File: src/rtl/irq_stat_pkg.sv
package irq_stat_pkg;

    localparam int STAT_W   = 8;
    localparam int FLD_LO   = 2;
    localparam int FLD_W    = STAT_W - FLD_LO;

    localparam int IOCHK_BIT = 7;
    localparam int CHG_BIT   = 6;
    localparam int ERR_BIT   = 5;
    localparam int PTMR_BIT  = 4;
    localparam int LOCK_BIT  = 3;
    localparam int HALT_BIT  = 2;

    localparam int GATE_HI = 6;
    localparam int GATE_LO = 3;

    localparam logic [STAT_W-1:0] ENA_KEEP = 8'b0111_1011;

    typedef enum logic [1:0] {
        WOP_NONE = 2'b00,
        WOP_CLR  = 2'b01,
        WOP_SET  = 2'b10,
        WOP_LOAD = 2'b11
    } wop_e;

    typedef enum logic [1:0] {
        PIN_HIZ     = 2'd0,
        PIN_OD_LOW  = 2'd1,
        PIN_PP_LOW  = 2'd2,
        PIN_PP_HIGH = 2'd3
    } pin_mode_e;

    typedef enum logic {
        REQ_QUIET  = 1'b0,
        REQ_RAISED = 1'b1
    } req_state_e;

endpackage

File: src/rtl/irq_chg_detect.sv
module irq_chg_detect #(
    parameter int NSRC        = 5,
    parameter int SYNC_STAGES = 2
) (
    input  logic            clk,
    input  logic            rst_n,
    input  logic [NSRC-1:0] lines_i,
    input  logic [NSRC-1:0] mask_i,
    output logic            chg_o
);

    localparam int LAST = SYNC_STAGES - 1;

    logic [SYNC_STAGES-1:0][NSRC-1:0] sync_q;
    logic [NSRC-1:0]                  prev_q;
    logic [NSRC-1:0]                  edge_w;

    always_ff @(posedge clk or negedge rst_n) begin
        if (!rst_n) begin
            sync_q <= '0;
        end else begin
            sync_q[0] <= lines_i;
            for (int k = 1; k < SYNC_STAGES; k++) begin
                sync_q[k] <= sync_q[k-1];
            end
        end
    end

    always_ff @(posedge clk or negedge rst_n) begin
        if (!rst_n) begin
            prev_q <= '0;
        end else begin
            prev_q <= sync_q[LAST];
        end
    end

    // One edge detector per monitored line, masked individually
    for (genvar g = 0; g < NSRC; g++) begin : g_src
        assign edge_w[g] = (sync_q[LAST][g] ^ prev_q[g]) & ~mask_i[g];
    end

    assign chg_o = |edge_w;

endmodule

File: src/rtl/irq_wr_qual.sv
module irq_wr_qual
    import irq_stat_pkg::*;
(
    input  logic       wr_en_i,
    input  logic       wr_sel_i,
    input  logic [1:0] qual_i,
    output wop_e       op_o
);

    always_comb begin
        if (wr_en_i && !wr_sel_i) begin
            op_o = wop_e'(qual_i);
        end else begin
            op_o = WOP_NONE;
        end
    end

endmodule

File: src/rtl/irq_stat_reg.sv
module irq_stat_reg
    import irq_stat_pkg::*;
(
    input  logic              clk,
    input  logic              rst_n,
    input  wop_e              op_i,
    input  logic [FLD_W-1:0]  wfld_i,
    input  logic [FLD_W-1:0]  evt_i,
    output logic [STAT_W-1:0] stat_o
);

    logic [FLD_W-1:0] fld_q;
    logic [FLD_W-1:0] host_v;
    logic [FLD_W-1:0] fld_d;

    always_comb begin
        host_v = fld_q;
        unique case (op_i)
            WOP_NONE: host_v = fld_q;
            WOP_SET:  host_v = fld_q | wfld_i;
            WOP_CLR:  host_v = fld_q & ~wfld_i;
            WOP_LOAD: host_v = wfld_i;
        endcase
        // Hardware events win over any host operation in the same cycle
        fld_d = host_v | evt_i;
    end

    always_ff @(posedge clk or negedge rst_n) begin
        if (!rst_n) begin
            fld_q <= '0;
        end else begin
            fld_q <= fld_d;
        end
    end

    assign stat_o = {fld_q, {FLD_LO{1'b0}}};

endmodule

File: src/rtl/irq_pin_fsm.sv
module irq_pin_fsm
    import irq_stat_pkg::*;
(
    input  logic       clk,
    input  logic       rst_n,
    input  logic       pend_i,
    input  logic [1:0] mode_i,
    output logic       oe_o,
    output logic       out_o
);

    req_state_e state_q;
    req_state_e state_d;
    pin_mode_e  mode_w;
    logic       req_w;

    always_ff @(posedge clk or negedge rst_n) begin
        if (!rst_n) begin
            state_q <= REQ_QUIET;
        end else begin
            state_q <= state_d;
        end
    end

    always_comb begin
        state_d = state_q;
        unique case (state_q)
            REQ_QUIET:  if (pend_i)  state_d = REQ_RAISED;
            REQ_RAISED: if (!pend_i) state_d = REQ_QUIET;
        endcase
    end

    assign mode_w = pin_mode_e'(mode_i);
    assign req_w  = (state_q == REQ_RAISED);

    always_comb begin
        oe_o  = 1'b0;
        out_o = 1'b0;
        unique case (mode_w)
            PIN_HIZ: begin
                oe_o  = 1'b0;
                out_o = 1'b0;
            end
            PIN_OD_LOW: begin
                oe_o  = req_w;
                out_o = 1'b0;
            end
            PIN_PP_LOW: begin
                oe_o  = 1'b1;
                out_o = ~req_w;
            end
            PIN_PP_HIGH: begin
                oe_o  = 1'b1;
                out_o = req_w;
            end
        endcase
    end

endmodule

File: src/rtl/irq_status_ctrl.sv
module irq_status_ctrl
    import irq_stat_pkg::*;
#(
    parameter int NSRC        = 5,
    parameter int SYNC_STAGES = 2
) (
    input  logic              clk,
    input  logic              rst_n,
    input  logic [NSRC-1:0]   card_stat_i,
    input  logic [NSRC-1:0]   src_mask_i,
    input  logic              err_evt_i,
    input  logic              ptmr_evt_i,
    input  logic              lock_evt_i,
    input  logic              halt_evt_i,
    input  logic              iochk_evt_i,
    input  logic              wr_en_i,
    input  logic              wr_sel_i,
    input  logic [STAT_W-1:0] wr_data_i,
    input  logic              rd_sel_i,
    output logic [STAT_W-1:0] rd_data_o,
    output logic              irq_oe_o,
    output logic              irq_out_o
);

    logic              chg_w;
    wop_e              op_w;
    logic [STAT_W-1:0] evt_w;
    logic [STAT_W-1:0] stat_w;
    logic [STAT_W-1:0] ena_q;
    logic              pend_w;

    irq_chg_detect #(
        .NSRC        (NSRC),
        .SYNC_STAGES (SYNC_STAGES)
    ) u_chg (
        .clk     (clk),
        .rst_n   (rst_n),
        .lines_i (card_stat_i),
        .mask_i  (src_mask_i),
        .chg_o   (chg_w)
    );

    irq_wr_qual u_qual (
        .wr_en_i  (wr_en_i),
        .wr_sel_i (wr_sel_i),
        .qual_i   (wr_data_i[FLD_LO-1:0]),
        .op_o     (op_w)
    );

    always_comb begin
        evt_w            = '0;
        evt_w[IOCHK_BIT] = iochk_evt_i;
        evt_w[CHG_BIT]   = chg_w;
        evt_w[ERR_BIT]   = err_evt_i;
        evt_w[PTMR_BIT]  = ptmr_evt_i;
        evt_w[LOCK_BIT]  = lock_evt_i;
        evt_w[HALT_BIT]  = halt_evt_i;
    end

    irq_stat_reg u_stat (
        .clk    (clk),
        .rst_n  (rst_n),
        .op_i   (op_w),
        .wfld_i (wr_data_i[STAT_W-1:FLD_LO]),
        .evt_i  (evt_w[STAT_W-1:FLD_LO]),
        .stat_o (stat_w)
    );

    always_ff @(posedge clk or negedge rst_n) begin
        if (!rst_n) begin
            ena_q <= '0;
        end else if (wr_en_i && wr_sel_i) begin
            ena_q <= wr_data_i & ENA_KEEP;
        end
    end

    assign pend_w = |(stat_w[GATE_HI:GATE_LO] & ena_q[GATE_HI:GATE_LO]);

    irq_pin_fsm u_pin (
        .clk    (clk),
        .rst_n  (rst_n),
        .pend_i (pend_w),
        .mode_i (ena_q[1:0]),
        .oe_o   (irq_oe_o),
        .out_o  (irq_out_o)
    );

    assign rd_data_o = rd_sel_i ? ena_q : stat_w;

endmodule

File: config.mk
export PLATFORM = sky130hd
export DESIGN_NAME = irq_status_ctrl
export DESIGN_NICKNAME = d
export VERILOG_FILES = /design/src/rtl/irq_stat_pkg.sv /design/src/rtl/irq_chg_detect.sv /design/src/rtl/irq_wr_qual.sv /design/src/rtl/irq_stat_reg.sv /design/src/rtl/irq_pin_fsm.sv /design/src/rtl/irq_status_ctrl.sv
export SDC_FILE = /design/constraint.sdc
export NUM_CORES = 1
export LEC_CHECK = 0
export ABC_CLOCK_PERIOD_IN_PS = 3000
export CORE_MARGIN = 4
export CORE_UTILIZATION = 35
export DETAILED_ROUTE_END_ITERATION = 8
export DONT_BUFFER_PORTS = 1
export PLACE_DENSITY_LB_ADDON = 0.25
export SETUP_SLACK_MARGIN = 0.15
export SLEW_MARGIN = 20
export SYNTH_ARGS = -nofsm -noshare
export SYNTH_HDL_FRONTEND = slang
export SYNTH_SLANG_ARGS = --single-unit
File: constraint.sdc
create_clock -name clk -period 3 [get_ports clk]
set_clock_uncertainty 0.1 [all_clocks]
set_input_delay 0.9 -clock clk [delete_from_list [all_inputs] [get_ports clk]]
set_output_delay 0.9 -clock clk [all_outputs]
set_load 0.05 [all_outputs]
# == Word level (Yosys, flattened, before mapping) ==
# Cells that the tools add are included.
# totals
reg_bits,28
output_inout_bits,10
# op_classes
reduce_logical,9
eq_ne,6
n_mux,6
n_bitwise,21
# ops
cell,n
$pmux W6 S4,1
$or A6 B6 Y6,2
$eq A2 B2 Y1 const B,4
$mux W8,1
$and A6 B6 Y6,1
$not A1 Y1,6
$not A6 Y6,1
$pmux W1 S3,2
$and A1 B1 Y1,5
$reduce_or A5 Y1,1
$xor A1 B1 Y1,5
$and A4 B4 Y4,1
$eq A2 B1 Y1 const B,2
$logic_not A2 Y1,2
$reduce_or A2 Y1,2
$reduce_or A4 Y1,1
$logic_and A1 B1 Y1,2
$mux W2,1
$logic_not A1 Y1,1
$mux W1,1

# == Depth between registers and ports, before layout ==
# logic_depth
word_depth,6
mapped_depth,4

# == Cells and area by module ==
# Synthesis repeated with hierarchy kept, for this count alone.
# unflattened
hier_cells,77
hier_area_um2,1139.8
# modules_own_cells
module,instances,seq_area_each_um2,cells_each,area_each_um2
irq_chg_detect,1,375.4,24,441.7
irq_status_ctrl,1,150.1,25,361.6
irq_stat_reg,1,150.1,22,270.3
irq_pin_fsm,1,25.0,4,48.8
irq_wr_qual,1,0.0,2,17.5

# == Least setup slack after synthesis ==
# No wires, ideal clock.
# synth_timing
kind,input port to output port
start,in rd_sel_i
end,out rd_data_o[2]
path_stages,2
t_arrival_ps,1779
required_ps,2000
path_buffers,1
setup_slack_ps,221
cell_sequence,clkbuf_1 -> nor2b_1
# synth_via
elab_chain_len,1
# synth_lines
element,line_no,rtl
start: declaration,irq_status_ctrl.sv:19,"input logic rd_sel_i,"
$mux W8,irq_status_ctrl.sv:88,assign rd_data_o = rd_sel_i ? ena_q : stat_w;
end: declaration,irq_status_ctrl.sv:20,"output logic [STAT_W-1:0] rd_data_o,"
# Every way passes these cells.

# == Final worst setup path ==
# layout_timing
start,reg ena_q[0]
end,out irq_out_o
# layout_via
elab_chain_len,3
word_cells_on_any_way,6
cone_classes,eq/ne (3); mux (1); reduce/logical (2)
# layout_lines
element,line_no,rtl
start: declaration,irq_status_ctrl.sv:29,logic [STAT_W-1:0] ena_q;
start signal: assignment,irq_status_ctrl.sv:73,ena_q <= wr_data_i & ENA_KEEP;
$eq A2 B1 Y1 or $logic_not A2 Y1 (tied branches),irq_pin_fsm.sv:39,unique case (mode_w)
$reduce_or A2 Y1 (no source line),--,
$pmux W1 S3 *,irq_pin_fsm.sv:39,
end: declaration,irq_status_ctrl.sv:22,output logic irq_out_o
# Mark *: on every way between the ends. The rest lies on a longest branch, timed or not.

==> results.cfg <==
[run_status]
status = complete, no violations

[route]
vias = 621
totalWireLength_um = 2090
routed_via_density = 5.65
final_antenna_net_count = 0
drcViolationCount = 0
dr.pass1.iters = 4
first_iter_violations = 21
routedWlPerCell_um = 19.0

[floorplanning]
fp.coreArea_sq_mm = 0.00285
die_width_um = 63.5
pin_count = 38
start_util = 0.378
die-height_um = 63.5
dieArea_sq_mm = 0.00403
rows = 19

[clocking]
cts_num_sinks = 28
htreeDepth = 1
cts_buffers = 3
post-cts-setup-buffer-count = 0
cts-resized-gates = 0
ctsHoldBuffers = 0
clock_path_buffers = 2
path_clk_slew_ns = 0.15
cts_tree = yes
cts_root_buf = clkbuf_4
insertion_delay_ns = 0.33

[yosys]
synth_enable_flop_cells = 0
synthesis.area_sq_mm = 0.00108
synthTopCellsByCount = 28 x dfrtp_1, 6 x mux2_1, 6 x o21ai_0, 6 x xnor2_1, 5 x a221o_1
yosysUniqueCellTypes = 17
netlist_instances = 75
syn_area_per_cell_sq_um = 14.4
synth_most_common_cell = dfrtp_1
synth_fp_nets = 103
async_flop_share = 1.00
ys_warn_count = 0
synth.top_cell.area_share = 0.650
synth_seq_cells = 28
ys.flop_type = dfrtp_1
ys_seq_area_frac = 0.650
yosys.area.top_type = dfrtp_1
synthTopCellsByArea = dfrtp_1 65%, mux2_1 6.3%, xnor2_1 4.9%

[worst_setup_path]
r2r-start = u_chg.prev_q[3]
endpoint_kind = output port
timing.setup.critical_path_class = reg2out
crit_slowest_cell = and2_1
cp-start-kind = flip-flop
cp_top_family = simple AND/OR/NAND/NOR gates
slowest_delay_ns = 0.45
required_ns = 2.00
crit_arrival_ns = 1.35
crit_chain = xnor2_1, and2_1
crit_start = ena_q[0]
cp.buffers_inverters = 0
crit_fanout = 4

[sta]
slew_violations = 0
finalHoldViolCount = 0
tightest_slew_ns = 0.493
max_freq_ghz = 0.426
finalWorstSetupSlack_ns = 0.653
finalSetupTns_ns = 0
relSlewSlack = 0.674
rsz0062_at_grt = false
period_minus_slack_ns = 2.35
fin_crit_sh = 0.782
finalSetupViolCount = 0

[place]
place_area_sq_mm = 0.00112
portBuffers = 0
pre_cts_slack_ns = 0.655
dpl.hpwl_um = 1580
gp_congestion = 0.732

[grt]
antenna_found_initial = 0
grt_pass1_vias = 670
grt_max_degree = 29
grt.overflow.total = 0
track_usage = 0.110
grt_pass1_wl_um = 3370

[finish]
drive_gt1_frac = 0.139
finalNetCount = 108
syn2layout_area_growth_pct = 8.47
nFillCells = 270
final_area_sq_mm = 0.00117
n_antenna_cell = 0

[power]
irDropWorstVdd_uv = 275
leakagePower_uw = 0.000461
power.density_mw_per_mm2 = 669
p_total_uw = 782

[worst_hold_path]
min_path_type = in2async

[flow_run]
maxCapViolCount = 0
-- final timing paths --
check,slack [ns],cells after the start,endpoint
max,0.65,2,irq_out_o
min,0.14,0,ena_q[6]
max reg2reg,1.94,4,u_stat.fld_q[4]
min reg2reg,0.27,0,u_chg.sync_q[5]
max in group asynchronous,2.58,0,ena_q[1]
min in group clk,0.27,0,u_chg.sync_q[5]
-- cell usage in the layout, fill, tap and decap left out, drive strengths merged --
cell    instances
mux2           10
dfrtp          28
nand2           3
and2            3
xnor2           6
buf             2
a221oi          1
clkbuf          3
o21ai           6
a221o           5
nor2b           2
bufinv          1
nor2            2
and3b           2
a21o            1
a22oi           2
o22ai           2
-- cell families after synthesis --
logic type | after synthesis | synth area share
AO/OA/AOI/OAI | 17 | 0.121
XOR/XNOR | 6 | 0.0487
buffers and inverters | 2 | 0.0139
flip-flops | 28 | 0.650
multiplexers | 10 | 0.104
AND/OR/NAND/NOR | 12 | 0.0626
-- area by class of cell --
type	instances	area (sq um)	share of cell area
Sequential cell	28	701	0.599
Clock inverter	1	30.0	0.0257
Tap cell	31	38.8	0.0332
Timing Repair Buffer	2	15.0	0.0128
Clock buffer	3	22.5	0.0193
Multi-Input combinational cell	45	363	0.310
-- report_power, final --
group | internal (uW) | switching (uW)
combinational | 35.8 | 80.6
sequential | 404 | 18.7
clock | 135 | 108
total | 575 | 207
-- layer usage --
metal,vias to the layer above,share of wire,track usage
li1,281,-,-
met1,316,0.38,0.132
met2,20,0.52,0.173
met3,4,0.089,0.0409
met4,0,0.014,0.0539
met5,-,0,0
-- state kept, by name, indices dropped and copies added, names as in the netlist --
register	flops
ena_q	6
u_pin.req_w	1
u_chg.prev_q	5
u_stat.fld_q	6
u_chg.sync_q	10
-- worst reg2reg max path, cell delays in order, from the launching register on --
cell and delay, ns:
dfrtp_1 0.41, xnor2_1 0.17, o22ai_1 0.11, nor2_1 0.12, nand2_1 0.06
-- through the flow --
step / hold WS, ns / utilization / instances
floorplan: 0.231 / - / 75
global placement: 0.231 / 0.392 / 106
detailed placement: 0.235 / 0.392 / 106
CTS: 0.129 / 0.410 / 110
global route: 0.107 / 0.410 / 110
finish: 0.141 / 0.410 / 110
(Power assumes the default switching activity.)
